===== src/rtl/updown_pwm_pkg.sv =====
package updown_pwm_pkg;

  typedef enum logic [2:0] {
    REG_PERIOD  = 3'd0,
    REG_PHASE   = 3'd1,
    REG_COMPARE = 3'd2,
    REG_COUNT   = 3'd3,
    REG_CTRL    = 3'd4
  } cfg_reg_e;

  localparam int CTL_PHASE_EN = 0;
  localparam int CTL_ZSYNC_EN = 1;
  localparam int CTL_STAGED   = 2;
  localparam int CTL_SEL_LSB  = 3;

endpackage


===== src/rtl/updown_pwm_timebase.sv =====
module updown_pwm_timebase #(
  parameter int W = 16
) (
  input  logic         clk,
  input  logic         rst_n,
  input  logic         tick,
  input  logic         cnt_wr,
  input  logic [W-1:0] cnt_wdata,
  input  logic         phase_load,
  input  logic [W-1:0] phase,
  input  logic [W-1:0] period,
  output logic [W-1:0] count,
  output logic         up
);

  // returns {next_up, next_count} for one step of the triangle
  function automatic logic [W:0] tri_step(input logic [W-1:0] c,
                                          input logic         u,
                                          input logic [W-1:0] p);
    logic [W-1:0] one;
    one = {{(W-1){1'b0}}, 1'b1};
    if (p == '0)      return {1'b1, {W{1'b0}}};
    if (u) begin
      if (c >= p)     return {1'b0, c - one};
      return {1'b1, c + one};
    end
    if (c == '0)      return {1'b1, one};
    return {1'b0, c - one};
  endfunction

  logic [W:0] nxt;
  logic       seed_up;

  always_comb begin
    seed_up = (phase >= period) ? 1'b0 : up;
    if (phase_load) nxt = tri_step(phase, seed_up, period);
    else            nxt = tri_step(count, up, period);
  end

  always_ff @(posedge clk or negedge rst_n) begin
    if (!rst_n) begin
      count <= '0;
      up    <= 1'b1;
    end else if (cnt_wr) begin
      count <= cnt_wdata;
    end else if (tick) begin
      up    <= nxt[W];
      count <= nxt[W-1:0];
    end
  end

endmodule


===== src/rtl/updown_pwm_compare.sv =====
module updown_pwm_compare #(
  parameter int W = 16
) (
  input  logic         clk,
  input  logic         rst_n,
  input  logic         wr,
  input  logic [W-1:0] wdata,
  input  logic         staged,
  input  logic         zero_evt,
  output logic [W-1:0] active
);

  logic [W-1:0] staged_q;

  always_ff @(posedge clk or negedge rst_n) begin
    if (!rst_n) begin
      staged_q <= '0;
      active   <= '0;
    end else begin
      if (wr) staged_q <= wdata;
      if (wr && !staged) active <= wdata;
      else if (zero_evt) active <= staged_q;
    end
  end

endmodule


===== src/rtl/updown_pwm_action.sv =====
module updown_pwm_action #(
  parameter int W = 16
) (
  input  logic         clk,
  input  logic         rst_n,
  input  logic         tick,
  input  logic [W-1:0] count,
  input  logic         up,
  input  logic [W-1:0] cmp,
  output logic         pwm
);

  logic hit;
  assign hit = tick && (count == cmp);

  always_ff @(posedge clk or negedge rst_n) begin
    if (!rst_n)   pwm <= 1'b0;
    else if (hit) pwm <= up;
  end

endmodule


===== src/rtl/updown_pwm_channel.sv =====
module updown_pwm_channel #(
  parameter int CNT_W = 16,
  parameter int NSYNC = 2
) (
  input  logic             clk,
  input  logic             rst_n,
  input  logic             tb_clk_en,
  input  logic             cfg_we,
  input  logic [2:0]       cfg_addr,
  input  logic [CNT_W-1:0] cfg_wdata,
  input  logic [NSYNC-1:0] sync_in,
  output logic             sync_out,
  output logic             pwm_out,
  output logic [CNT_W-1:0] count_out,
  output logic             count_up
);
  import updown_pwm_pkg::*;

  localparam int SEL_W = (NSYNC > 1) ? $clog2(NSYNC) : 1;
  localparam int CTL_W = CTL_SEL_LSB + SEL_W;

  logic [CNT_W-1:0] period_q, phase_q, cmp_active;
  logic [CTL_W-1:0] ctrl_q;
  cfg_reg_e         reg_sel;

  assign reg_sel = cfg_reg_e'(cfg_addr);

  always_ff @(posedge clk or negedge rst_n) begin
    if (!rst_n) begin
      period_q <= '0;
      phase_q  <= '0;
      ctrl_q   <= '0;
    end else if (cfg_we) begin
      case (reg_sel)
        REG_PERIOD: period_q <= cfg_wdata;
        REG_PHASE:  phase_q  <= cfg_wdata;
        REG_CTRL:   ctrl_q   <= cfg_wdata[CTL_W-1:0];
        default: ;
      endcase
    end
  end

  // named internal events
  logic             phase_en, zsync_en, staged_on;
  logic [SEL_W-1:0] sync_sel;
  logic             cnt_wr, cmp_wr, tick, zero_evt, phase_load, sync_pick;
  logic [NSYNC-1:0] sel_hit;

  assign phase_en  = ctrl_q[CTL_PHASE_EN];
  assign zsync_en  = ctrl_q[CTL_ZSYNC_EN];
  assign staged_on = ctrl_q[CTL_STAGED];
  assign sync_sel  = ctrl_q[CTL_W-1:CTL_SEL_LSB];
  assign cnt_wr    = cfg_we && (reg_sel == REG_COUNT);
  assign cmp_wr    = cfg_we && (reg_sel == REG_COMPARE);

  for (genvar g = 0; g < NSYNC; g++) begin : g_sync_mux
    assign sel_hit[g] = (sync_sel == SEL_W'(g)) && sync_in[g];
  end

  assign sync_pick  = |sel_hit;
  assign tick       = tb_clk_en;
  assign zero_evt   = tick && (count_out == '0);
  assign phase_load = tick && phase_en && sync_pick;
  assign sync_out   = zsync_en && zero_evt;

  updown_pwm_timebase #(.W(CNT_W)) u_timebase (
    .clk        (clk),
    .rst_n      (rst_n),
    .tick       (tick),
    .cnt_wr     (cnt_wr),
    .cnt_wdata  (cfg_wdata),
    .phase_load (phase_load),
    .phase      (phase_q),
    .period     (period_q),
    .count      (count_out),
    .up         (count_up)
  );

  updown_pwm_compare #(.W(CNT_W)) u_compare (
    .clk      (clk),
    .rst_n    (rst_n),
    .wr       (cmp_wr),
    .wdata    (cfg_wdata),
    .staged   (staged_on),
    .zero_evt (zero_evt),
    .active   (cmp_active)
  );

  updown_pwm_action #(.W(CNT_W)) u_action (
    .clk   (clk),
    .rst_n (rst_n),
    .tick  (tick),
    .count (count_out),
    .up    (count_up),
    .cmp   (cmp_active),
    .pwm   (pwm_out)
  );

endmodule


===== config.mk =====
export PLATFORM = sky130hd
export DESIGN_NAME = updown_pwm_channel
export DESIGN_NICKNAME = d
export VERILOG_FILES = /design/src/rtl/updown_pwm_pkg.sv /design/src/rtl/updown_pwm_timebase.sv /design/src/rtl/updown_pwm_compare.sv /design/src/rtl/updown_pwm_action.sv /design/src/rtl/updown_pwm_channel.sv
export SDC_FILE = /design/constraint.sdc
export NUM_CORES = 1
export LEC_CHECK = 0
export ABC_CLOCK_PERIOD_IN_PS = 2750
export BUFFER_PORTS_ARGS = -buffer_cell sky130_fd_sc_hd__buf_2
export CORE_MARGIN = 3
export CORE_UTILIZATION = 60
export CTS_BUF_LIST = sky130_fd_sc_hd__clkbuf_8
export DETAILED_ROUTE_END_ITERATION = 10
export GPL_TIMING_DRIVEN = 0
export PLACE_DENSITY = 0.79
export SLEW_MARGIN = 10
export SYNTH_ARGS = -nofsm -noshare
export SYNTH_HDL_FRONTEND = slang
export SYNTH_SLANG_ARGS = --single-unit

===== constraint.sdc =====
create_clock -name clk -period 2.75 [get_ports clk]
set_input_delay 0.1375 -clock clk [delete_from_list [all_inputs] [get_ports clk]]
set_output_delay 0.1375 -clock clk [all_outputs]
set_load 0.05 [all_outputs]

After elaboration in Yosys (flattened, before gate mapping)
Index checks and enable logic that the tools add are counted.
{"block": "totals", "out_inout_bits": 19, "in_bits": 25, "wordCells": 89, "reg_bits": 86}
{"block": "classes", "n_eq_ne": 5, "order_cmp": 2, "muxes": 46, "add_sub_neg": 4, "bitwise": 2, "n_reduce_logical": 22}
{"cell": "$mux 17", "n": 16}
{"cell": "$mux 16", "n": 4}
{"cell": "$logic_not 16->1", "n": 3}
{"cell": "$add 16x1->16 const B", "n": 2}
{"cell": "$ge 16x16->1", "n": 2}
{"cell": "$sub 16x1->16 const B", "n": 2}
{"cell": "$mux 1", "n": 26}
{"cell": "$eq 16x16->1", "n": 1}
{"cell": "$logic_and 1x1->1", "n": 10}
{"cell": "$reduce_and 2->1", "n": 4}
{"cell": "$eq 3x2->1 const B", "n": 2}
{"cell": "$reduce_bool 2->1", "n": 2}
{"cell": "$eq 3x1->1 const B", "n": 1}
{"cell": "$eq 3x3->1 const B", "n": 1}
{"cell": "$logic_not 3->1", "n": 1}
{"cell": "$not 1->1", "n": 2}
{"cell": "$reduce_or 2->1", "n": 1}
{"cell": "$logic_not 1->1", "n": 1}

Longest topological paths before layout
{"block": "depth", "ltp_word": 16, "ltp_mapped": 11}

By module
From an unflattened synthesis, not the netlist that was laid out.
{"block": "hier_totals", "hier_cells": 634, "area_unflattened_um2": 6551.3}
{"mod": "updown_pwm_timebase", "cells_each": 429, "area_each_um2": 3290.7, "n_inst": 1, "seq_area_each_um2": 426.7}
{"mod": "updown_pwm_channel", "cells_each": 94, "area_each_um2": 1557.7, "n_inst": 1, "seq_area_each_um2": 900.9}
{"mod": "updown_pwm_compare", "cells_each": 87, "area_each_um2": 1485.2, "n_inst": 1, "seq_area_each_um2": 800.8}
{"mod": "updown_pwm_action", "cells_each": 24, "area_each_um2": 217.7, "n_inst": 1, "seq_area_each_um2": 25.0}

Worst setup path before layout
OpenSTA, ideal clock, no wires.
{"block": "synth_timing", "kind": "reg2reg", "startpoint": "register u_timebase.count[0]", "endpoint": "register u_timebase.count[5]", "setup_slack_ps": -137, "stages_incl_launch_ff": 12, "required_time_ps": 2611, "arrival_ps": 2748, "setup_ps": 139, "cell_sequence": "dfrtp_1 -> clkbuf_1 -> inv_1 -> ha_1 -> a31oi_1 -> nor2b_1 -> o311ai_1 -> nand3_1 -> buf_2 -> mux2i_1 -> mux2i_1 -> o221ai_1"}
{"block": "synth_between", "elab_chain_cells": 14, "word_cells_on_any_way": 22}
{"element": "from (decl)", "line_no": "updown_pwm_timebase.sv:12", "text": "output logic [W-1:0] count,"}
{"element": "from (signal assigned)", "line_no": "updown_pwm_timebase.sv:45", "text": "count <= cnt_wdata;"}
{"element": "from (signal assigned)", "line_no": "updown_pwm_timebase.sv:48", "text": "count <= nxt[W-1:0];"}
{"element": "$ge 16x16->1", "line_no": "updown_pwm_timebase.sv:24", "text": "if (c >= p) return {1'b0, c - one};"}
{"element": "$mux 1", "line_no": "updown_pwm_timebase.sv:24"}
{"element": "$mux 1 (2 in a row)", "line_no": "updown_pwm_timebase.sv:23", "text": "if (u) begin"}
{"element": "$mux 1", "line_no": "updown_pwm_timebase.sv:36", "text": "if (phase_load) nxt = tri_step(phase, seed_up, period);"}
{"element": "$mux 17", "line_no": "updown_pwm_timebase.sv:25", "text": "return {1'b1, c + one};"}
{"element": "$mux 17", "line_no": "updown_pwm_timebase.sv:23"}
{"element": "$mux 17", "line_no": "updown_pwm_timebase.sv:27", "text": "if (c == '0) return {1'b1, one};"}
{"element": "$mux 17", "line_no": "updown_pwm_timebase.sv:28", "text": "return {1'b0, c - one};"}
{"element": "$mux 17 (*)", "line_no": "updown_pwm_timebase.sv:27"}
{"element": "$mux 17 (*)", "line_no": "updown_pwm_timebase.sv:23"}
{"element": "$mux 17 (*)", "line_no": "updown_pwm_timebase.sv:36"}
{"element": "$mux 16 (*)", "line_no": "updown_pwm_timebase.sv:46", "text": "end else if (tick) begin"}
{"element": "$mux 16 (*)", "line_no": "updown_pwm_timebase.sv:44", "text": "end else if (cnt_wr) begin"}
Every way passes the cells marked *; elsewhere a longest branch is shown, timed or not. The select of a mux whose other input is x is not followed.
A chain may end at the register's enable or synchronous reset.

Worst setup path in the final report
{"block": "layout_timing", "startpoint": "register u_timebase.count[1]", "endpoint": "register u_timebase.count[5]"}
The elaborated chain is that of the path after synthesis.

==> results by group <==
Routing
  • Vias per cell: between 6 and 7
  • ANT nets after route: 0
  • DR iter-0 viols: 729
  • Vias: about 6,000
  • WL/cell: 22.4 µm
  • Initial DRT Pass Iterations: 8
  • Aggregate routed wire length: 20,800 µm
  • DRC viols: 0

Placed design
  • Cell Count Post-Placement: around 900
  • Placer Congestion: 0.925
  • Hpwl dp: between 15,000 and 20,000 µm
  • Port Buffers: 43

Timing
  • TNS Setup: 0 ns
  • Max Slew Vio Count: 0
  • Min Hold Slack: 0.0833 ns
  • Fmax: about 0.36 GHz
  • RSZ-0062 raised after global routing: true
  • Final setup fails: 0
  • Final period util: 0.999
  • Final Hold Fails: 0
  • Slew @ Worst Pin: 0.731 ns
  • Min Clock Period, post-route: 2.75 ns
  • Final Skew: 0.0121 ns
  • Slew HR: 0.511

Final layout
  • Ratio of cells with drive above 1 in the final layout: 0.225
  • Finished Layout Cells: 926
  • Area grow syn2layout: 14.2%
  • Commonest non-fill, non-tap cell in the layout: dfrtp_1
  • Commonest cells after routing, fill and taps aside: dfrtp_1 (80), nand2_1 (59), nor2_1 (51), buf_2 (47), a21oi_1 (46)
  • Final Net Count: 849
  • Final Core Density: 0.709
  • Diode count: 0

Logic synthesis
  • Synth warn: 0
  • Synth unique cells: just under 80
  • Ys async rst share: 1.00
  • Number of synthesized flops with an enable pin: 0
  • Seq cells post-synth: 86
  • Mapped Nets: 782
  • Avg Synthesized Cell Area: 9.00 µm²
  • Netlist Area Pre-Place: ~6500 µm²
  • Synth Flop Type: dfrtp_1
  • Sequential area share after synthesis: 0.333
  • Cell count after synthesis: approximately 700

Worst setup path
  • Critical path type: reg -> reg
  • CP max stage cell: dfrtp_2
  • Worst EP arrival: 2.98 ns
  • Worst-path fanout max: 10
  • Critical Path Max Stage Delay: approximately 0.52 ns
  • Crit-path cells: ha_1, nor2b_1, o211a_1, o311ai_4, nand3_2, buf_4, mux2i_1, mux2i_1, o221ai_1
  • Most used cell, CP: mux2i_1
  • Setup crit end kind: register
  • Buf+Inv Stages, Crit Path: 1
  • Worst path top cell family by delay: compound AO/OA/AOI/OAI gates
  • Startpoint types: register
  • Req. time, crit path: roughly 3.0 ns

GRT
  • Gr ovfl total: 0
  • Antenna violations before repair: 0
  • Vias in the first global route: approximately 6,000
  • First-pass GRT wire length: 31,600 µm
  • Largest net degree at the start of global routing: between 40 and 50
  • Tot GR Track Use: 0.351

Clocking
  • Reg clk slew, reported paths: 0.09 ns
  • Clock root cell: clkbuf_8
  • Htree depth: 3
  • Clock sink total: 86
  • Total CTS buffers: 9
  • CTS tree: built
  • Clock Latency Late Sink: 0.37 ns
  • Clock Path Buffers: 2

Power
  • Post-layout power: 6.89 mW
  • Maximum VDD drop: slightly below 0.5 mV
  • PwrDens: 933 nW/µm²
  • P_leak: 3.25 nW

Floorplan
  • Placement Rows: 37
  • Die width: 110 µm
  • Core area: 10,400 µm²
  • Die area: 12,100 µm²
  • # IOs: between 40 and 50
  • Initial Utilization: 0.621
  • Die H: 110 µm

Run
  • Max_cap viols: 0

Run status
  • Status: complete, no violations

Hold path
  • Hold/Removal Path Class: in -> reg
cell usage after synthesis, types with 6 or more instances:
cell type  instances  area [µm²]
a211oi_1           7        52.6
a21oi_1           47         235
and3_1            15        93.8
buf_2              7        35.0
clkbuf_1          30         113
dfrtp_1           85        2130
ha_1              38         475
inv_1             27         101
mux2_2            39         439
mux2i_1           30         300
nand2_1           59         221
nand3_1           34         170
nand4_1           15        93.8
nor2_1            51         191
nor2b_1            8        50.1
nor3_1            19        95.1
nor3b_1           17         128
nor4_1            14        87.6
o21ai_0           32         160
o31ai_1            6        45.0
xnor2_1           21         184
xor2_1            14         123
area by class of cell:
type | instances | area, µm²
fillers | 840 | 3030
well taps | 136 | 170
multi-input cells | 553 | 4090
plain buffers | 52 | 315
clock inverters | 6 | 80.1
clock buffers | 9 | 124
repair buffers | 57 | 345
flip-flops and latches | 86 | 2160
inverters | 27 | 104
flip-flops by register name, summed over array words and instances, names as in the netlist:
name                cells
ctrl_q                  4
period_q               16
phase_q                16
u_action.pwm            1
u_compare.active       16
u_compare.staged_q     16
u_timebase.count       16
u_timebase.up           1
routing by layer:
metal / track usage / share of wire / vias to the layer above / wire, µm
met4: 0.159 / 0.042 / 0 / 868
met2: 0.570 / 0.47 / 305 / 9780
met3: 0.0558 / 0.083 / 68 / 1720
li1: - / - / 2750 / -
met5: 0 / 0 / - / 0
met1: 0.460 / 0.40 / 2910 / 8410
worst paths after layout:
kind / startpoint / to / slack, ns / depth (start not counted)
worst max-delay path: u_timebase.count[1] / u_timebase.count[5] / 0.004 / 9
worst min-delay path: cfg_wdata[13] / period_q[13] / 0.08 / 3
worst max register to register: u_timebase.count[1] / u_timebase.count[5] / 0.004 / 9
worst min register to register: u_compare.staged_q[9] / u_compare.staged_q[9] / 0.51 / 1
max in group asynchronous: rst_n / u_timebase.up / 1.77 / 3
min in group asynchronous: rst_n / phase_q[2] / 0.30 / 2
cell families after synthesis:
kind of cell | after synthesis | share of synthesized area
muxes | 69 | 0.114
AOI/OAI and AO/OA | 143 | 0.143
buffers and inverters | 80 | 0.0636
DFF | 86 | 0.333
xor gates and xnor gates | 35 | 0.0474
adders and majority gates | 38 | 0.0735
and+or+nand+nor | 268 | 0.226
through the flow:
step	setup slack [ns]	cell area, µm²
finish	0.00400	7390
floorplan	0.0886	6470
detailed placement	-0.758	6890
global placement	-1.05	6860
CTS	0.0237	7240
global route	-0.0673	7390
report_power, final:
| part | leakage (nW) | internal, mW | switching [mW] |
|---|---|---|---|
| clock | 0.108 | 0.499 | 0.470 |
| combinational | 2.12 | 1.50 | 2.46 |
| sequential | 1.02 | 1.61 | 0.354 |
| total | 3.25 | 3.61 | 3.28 |
worst register-to-register path: stages (launching register included):
cell,delay (ns)
dfrtp_2,0.52
ha_1,0.36
nor2b_1,0.14
o211a_1,0.23
o311ai_4,0.32
nand3_2,0.15
buf_4,0.21
mux2i_1,0.19
mux2i_1,0.31
o221ai_1,0.18
what timing repair did:
item,in CTS,in global routing
gates cloned,0,0
buffers inserted,3,9
hold buffers,1,0
pin swaps,3,7
gates resized for setup,19,22
endpoints found under the setup margin,17,16
hold endpoints to repair,41,0
(Power assumes the default switching activity.)
